`src/rtl/irq_pktq.sv`:
```
module irq_pktq #(
  parameter int DEPTH = 16,
  parameter int DW    = 64,
  parameter int NINT  = 4
) (
  input  logic                clk,
  input  logic                rst_n,
  input  logic                pkt_valid,
  input  logic [1:0]          pkt_class,
  input  logic [DW-1:0]       pkt_data,
  input  logic [NINT-1:0]     int_set,
  input  logic [NINT-1:0]     int_clr,
  input  logic [3:0]          pop,
  output logic [4*DW-1:0]     head_data,
  output logic [3:0]          head_valid,
  output logic [3:0]          ovf,
  output logic [3:0]          local_cause,
  output logic [NINT+3:0]     cpu_cause,
  output logic                exc_req
);
  localparam int AW = $clog2(DEPTH);
  localparam logic [AW:0] FULLN = (AW+1)'(DEPTH);

  logic [NINT-1:0] icause;
  logic [3:0]      xcause;

  for (genvar q = 0; q < 4; q++) begin : g_q
    logic [DW-1:0] mem [DEPTH];
    logic [AW:0]   wp, rp;
    logic [AW:0]   fill;
    logic          push, full, take;

    assign fill = wp - rp;
    assign full = (fill == FULLN);
    assign push = pkt_valid && (pkt_class == 2'(q));
    assign take = pop[q] && (wp != rp);

    always_ff @(posedge clk or negedge rst_n) begin
      if (!rst_n) begin
        wp     <= '0;
        rp     <= '0;
        ovf[q] <= 1'b0;
      end else begin
        if (push && !full) wp <= wp + 1'b1;
        if (push && full)  ovf[q] <= 1'b1;
        if (take)          rp <= rp + 1'b1;
      end
    end

    always_ff @(posedge clk)
      if (push && !full) mem[wp[AW-1:0]] <= pkt_data;

    assign head_valid[q]          = (wp != rp);
    assign local_cause[q]         = head_valid[q];
    assign head_data[q*DW +: DW]  = mem[rp[AW-1:0]];
  end

  always_ff @(posedge clk or negedge rst_n) begin
    if (!rst_n) begin
      icause <= '0;
      xcause <= '0;
    end else begin
      icause <= (icause & ~int_clr) | int_set;
      xcause <= local_cause;
    end
  end

  assign cpu_cause = {xcause, icause};
  assign exc_req   = |cpu_cause;
endmodule

```
`config.mk`:
```
export PLATFORM = sky130hd
export DESIGN_NAME = irq_pktq
export DESIGN_NICKNAME = d
export VERILOG_FILES = /design/src/rtl/irq_pktq.sv
export SDC_FILE = /design/constraint.sdc
export NUM_CORES = 2
export LEC_CHECK = 0
export CAP_MARGIN = 5
export CORE_MARGIN = 5
export CORE_UTILIZATION = 62
export CTS_CLUSTER_SIZE = 25
export DETAILED_ROUTE_END_ITERATION = 12
export PLACE_DENSITY = 0.77
export SLEW_MARGIN = 20
export SYNTH_ARGS = -nofsm -noshare
export SYNTH_HDL_FRONTEND = slang
export SYNTH_SLANG_ARGS = --single-unit
```
`constraint.sdc`:
```
create_clock -name clk -period 10.2 [get_ports clk]
set_input_delay 2.04 -clock clk [delete_from_list [all_inputs] [get_ports clk]]
set_output_delay 2.04 -clock clk [all_outputs]
set_load 0.005 [all_outputs]
```
Word-level counts from Yosys, hierarchy flattened:

Memories as Yosys holds them, arrays and structs flattened.
Cells that the tools add are included.

* bits in registers: 52
* RAM bits: 4096
* input port bits: 81
* logic and storage cells: 74
* memories kept: 4

* add/subtract/negate cells: 12
* eq/ne operators: 11
* multiplexer cells: 8
* bitwise operators: 3
* reduce and logical (&&, ||, !) cells: 22

Memory list
* g_q[0].mem: words 16, bits a word 64, rd ports 1, clocked after memory_dff 0, wr ports 1, RTL line 28 `logic [DW-1:0] mem [DEPTH];`
* g_q[1].mem: words 16, bits a word 64, rd ports 1, clocked after memory_dff 0, wr ports 1, RTL line 28
* g_q[2].mem: words 16, bits a word 64, rd ports 1, clocked after memory_dff 0, wr ports 1, RTL line 28
* g_q[3].mem: words 16, bits a word 64, rd ports 1, clocked after memory_dff 0, wr ports 1, RTL line 28

Operators with widths (number)
* $add 5x1->5 const B: 8
* $eq 5x5->1 const B: 4
* $ne 5x5->1: 4
* $sub 5x5->5: 4
* $logic_and 1x1->1: 16
* $mux 1: 8
* $reduce_or 8->1: 1
* $and 4x4->4: 1
* $eq 2x2->1 const B: 2
* $logic_not 1->1: 4
* $not 4->4: 1
* $or 4x4->4: 1
* $eq 2x1->1 const B: 1
* $logic_not 2->1: 1

Longest topological paths before layout:

* depth after elaboration: 6
* depth in mapped cells: 12
* mapped depth without buffers: 7

Worst setup path after synthesis:

No wires, ideal clock.

* path kind: input port to flip-flop
* from: input pkt_class[0]
* to: memory g_q[0].mem[3][0], enable pin
* library setup time: 565 ps
* data arrival time: 6979 ps
* data required time: 9635 ps
* slack: 2656 ps
* stages: 2
* cells stage by stage: or3b_2 -> nor3_1

* word-level cells in the longest chain between the ends: 5

RTL lines
* start: declaration: RTL line 9 `input logic [1:0] pkt_class,`
* $logic_not 2->1: RTL line 35 `assign push = pkt_valid && (pkt_class == 2'(q));`
* $logic_and 1x1->1: RTL line 35
* $logic_and 1x1->1: RTL line 51 `if (push && !full) mem[wp[AW-1:0]] <= pkt_data;`
* $mux 1: RTL line 51
* $mux 1 (not written as such): RTL line 51
* end: declaration: RTL line 28

No other way between the ends.

Final worst setup path:

* from: register g_q[2].rp[0]
* to: output head_data[186]

* word-level cells in the longest chain between the ends: 1

RTL lines
* start: declaration: RTL line 29 `logic [AW:0] wp, rp;`
* start signal: assignment: RTL line 46 `if (take) rp <= rp + 1'b1;`
* $mem_v2 16x64
* end: declaration: RTL line 14 `output logic [4*DW-1:0] head_data,`

No other way between the ends.

==> flow_summary.ini <==
[status]
status = finished clean

[cts]
clock-sinks = 4148
ctsHoldBuffers = 0
cts_tree = built
cts_resized = 0
clk_pin_slew_ns = 0.06
cts_htree_levels = 5
cts_setup_buffers = 0
cts_root_buffer = clkbuf_16
clockBufferDepth = 4
worstSkewPairLatency_ns = 0.99
cts_buffers = 406

[placed_design]
hpwl_microns = 193100
gp_congestion = 0.8079
portBuffers = 357
place_ws_ns = 4.157

[worst_setup_path]
r2r-start = g_q[1].rp[2]
slowest_stage = buf_4
path_depth = 5
critPathKind = flop to output pin
cp.required_ns = 8.16
cpPeakStageDelay_ns = 0.80
r2r_slack_ns = 4.69
cp_cell_sequence = buf_4, buf_4, mux4_2, mux4_2, clkdlybuf4s50_1
r2r_cells = 9
worstSetupEndpointType = output pin
cp.arrival_ns = 4.94
cp_max_fo = 45
r2r-end = g_q[1].mem[13][43]
cpLargestDelayFamily = buffers and inverters
path_buf_inv = 3
cp-start-kind = flop

[power_and_ir_drop]
vdd_ir_drop_max_mv = 0.2625
powerDensity_nw_per_um2 = 273.3
p_leak_nw = 56.03
finalPower_mw = 48.91

[synthesis]
synth_top_family_by_area = multiplexers
synth_fp_nets = 6689
ys_types = 49
synth-xor-area-share_pct = 0.1385
avgSynthCellArea_sq_um = 24.05
synthMuxAreaShare_pct = 17.33
synth_compound_area_share_pct = 0.7299
ys_seq_elements = 4148
synth_simple_gate_area_share_pct = 1.772
synth_edf_count = 4096
netlist_area_sq_um = 158100
ys_warn_count = 0
synthFlopType = edfxtp_1
netlist_instances = 6572
yosys.area_share.adder_pct = 0.2850
ys_seq_area_share_pct = 78.64
ys_async_sr_fraction_pct = 1.254

[timing]
final_hold_viol_count = 0
fin_ws_ns = 3.219
clock.fmax_mhz = 143.2
slew_violations = 0
finClkSkew_ns = 0.05890
final.setup.tns_ns = 0
rsz0062_at_grt = no
setup_viol = 0
fin_crit_sh_pct = 68.44
period_needed_ns = 6.981
holdWs_ns = 0.4682
slew_headroom_pct = 20.95
worstMarginPinSlew_ns = 1.186

[die]
num_io_pins = 358
die_x_microns = 514.9
core_area_sq_um = 253900
num_rows = 185
die_area_sq_um = 265100
start_util_pct = 62.25
die_h_microns = 514.9

[layout]
seqCellArea_sq_um = 124300
multi_input_area_sq_um = 32520
nFillCells = 13940
drive_above_1_share_pct = 28.37
syn2layout_area_growth_pct = 13.24
final_net_count = 7304

[global_route]
grt_pass1_vias = 78930
grt_pass1_wl_microns = 585200
gr-usage-all-layers_pct = 31.47
antenna_found_initial = 35
overflow = 0
grt_start_max_net_pins = 164

[detailed_routing]
avgRoutedWirePerCell_microns = 37.93
drcViolationCount = 0
wirelength_microns = 412400
vias = 76350
drtPass1Iterations = 6
ant_nets = 0
viasPerCell = 7.021
drt-initial-drc-count = 12970

[min_path]
hold_start = ovf[0]
hold_path_end = ovf[0]
holdCritPathClass = flop to flop
hold_depth = 1

[job]
maxCapViolations = 0
[worst register-to-register path, cell delays in order, from the launching register on]
cell and delay [ns]:
dfrtp_4 1.08, inv_2 0.56, ha_1 0.53, and3b_1 0.22, o21ai_0 0.30, and2_1 0.31
a21oi_4 0.17, buf_16 0.24, nor2_4 0.73, buf_4 0.81
[worst max path at each step]
stage | start | to | slack (ns)
finish | g_q[2].rp[0] | head_data[186] | 3.22
detailed placement | g_q[2].rp[0] | head_data[186] | 4.16
global placement | g_q[2].rp[0] | head_data[184] | 4.19
global route | g_q[2].rp[0] | head_data[186] | 2.86
floorplan | pkt_class[0] | g_q[0].mem[3][0] | 2.66
CTS | g_q[2].rp[0] | head_data[186] | 3.10
[stage by stage]
step | instance area, sq um | utilization, % | instances
floorplan | 158100 | - | 6572
global placement | 165900 | 65.34 | 10140
detailed placement | 166000 | 65.37 | 10140
CTS | 178800 | 70.41 | 10860
global route | 179000 | 70.48 | 10870
finish | 179000 | 70.49 | 10870
[state kept, by name, indices dropped and copies added (netlist names)]
register	cells
g_q.mem	4096
ovf	4
g_q.wp	20
xcause	4
icause	4
g_q.rp	20
[power breakdown]
| part | leakage, nW | switching [mW] | internal [mW] |
|---|---|---|---|
| logic | 12.4 | 7.22 | 7.17 |
| registers | 37.4 | 0.618 | 19.3 |
| clock network | 6.25 | 6.27 | 8.37 |
[cell usage after synthesis, types with 12 or more instances]
cell type	n	area share, %
edfxtp_1	4096	78
mux4_2	1216	17
nand2_1	288	0.68
clkbuf_1	172	0.41
buf_2	92	0.29
nand3_1	89	0.28
nor2_1	79	0.19
a31oi_1	68	0.27
and3_1	65	0.26
dfrtp_1	52	0.82
buf_4	43	0.20
ha_1	36	0.28
inv_1	31	0.074
buf_1	27	0.064
o211ai_1	23	0.11
o21ai_0	20	0.063
xnor2_1	20	0.11
nor2b_1	18	0.071
a21oi_1	16	0.051
a21o_1	13	0.062
or3_1	12	0.047
[layer usage]
layer,vias up,GRT usage (%),part of all wire [%]
li1,29410,-,-
met2,5837,51.27,50
met5,-,0,0.015
met1,40170,43.09,34
met3,919,6.115,12
met4,8,12.44,4.4
[logic make-up after synthesis]
group,count (synthesis)
fa+ha+maj,36
buf+inv,374
compound gates,170
xor+xnor,25
simple gates,603
flops,4148
mux,1216
[cell type report]
class	instances	area share (%)
sequential	4148	69.47
timing repair buffer	550	2.781
clock inverter	214	1.085
antenna	8	0.01118
clock buffer	507	6.060
tap	3366	2.353
multi-input combinational	2050	18.17
inverter	31	0.06991
[cell usage in the layout (no fill, tap or decap), drive strengths merged, types with 2 or more instances in the layout]
master         count
nor4               3
nor2              79
mux4            1216
diode              8
and3              65
nand3             89
a21oi             20
nor3               2
and4               7
o2111ai            4
and2              11
ha                36
a41oi              4
nor3b              5
buf              258
nand4b             3
nand4              8
nor2b             18
a21o              13
a2111o             4
o211a              3
o211ai            23
a21boi             4
bufinv            34
or3               12
clkinv           161
nand2            288
dfrtp             52
clkbuf           507
a2111oi            4
edfxtp          4096
and3b              5
o21ai             20
nor4b              3
inv               35
xnor2             20
xor2               5
clkinvlp          15
clkdlybuf4s50    292
a31oi             68
Power figures use the tool's default switching activity.
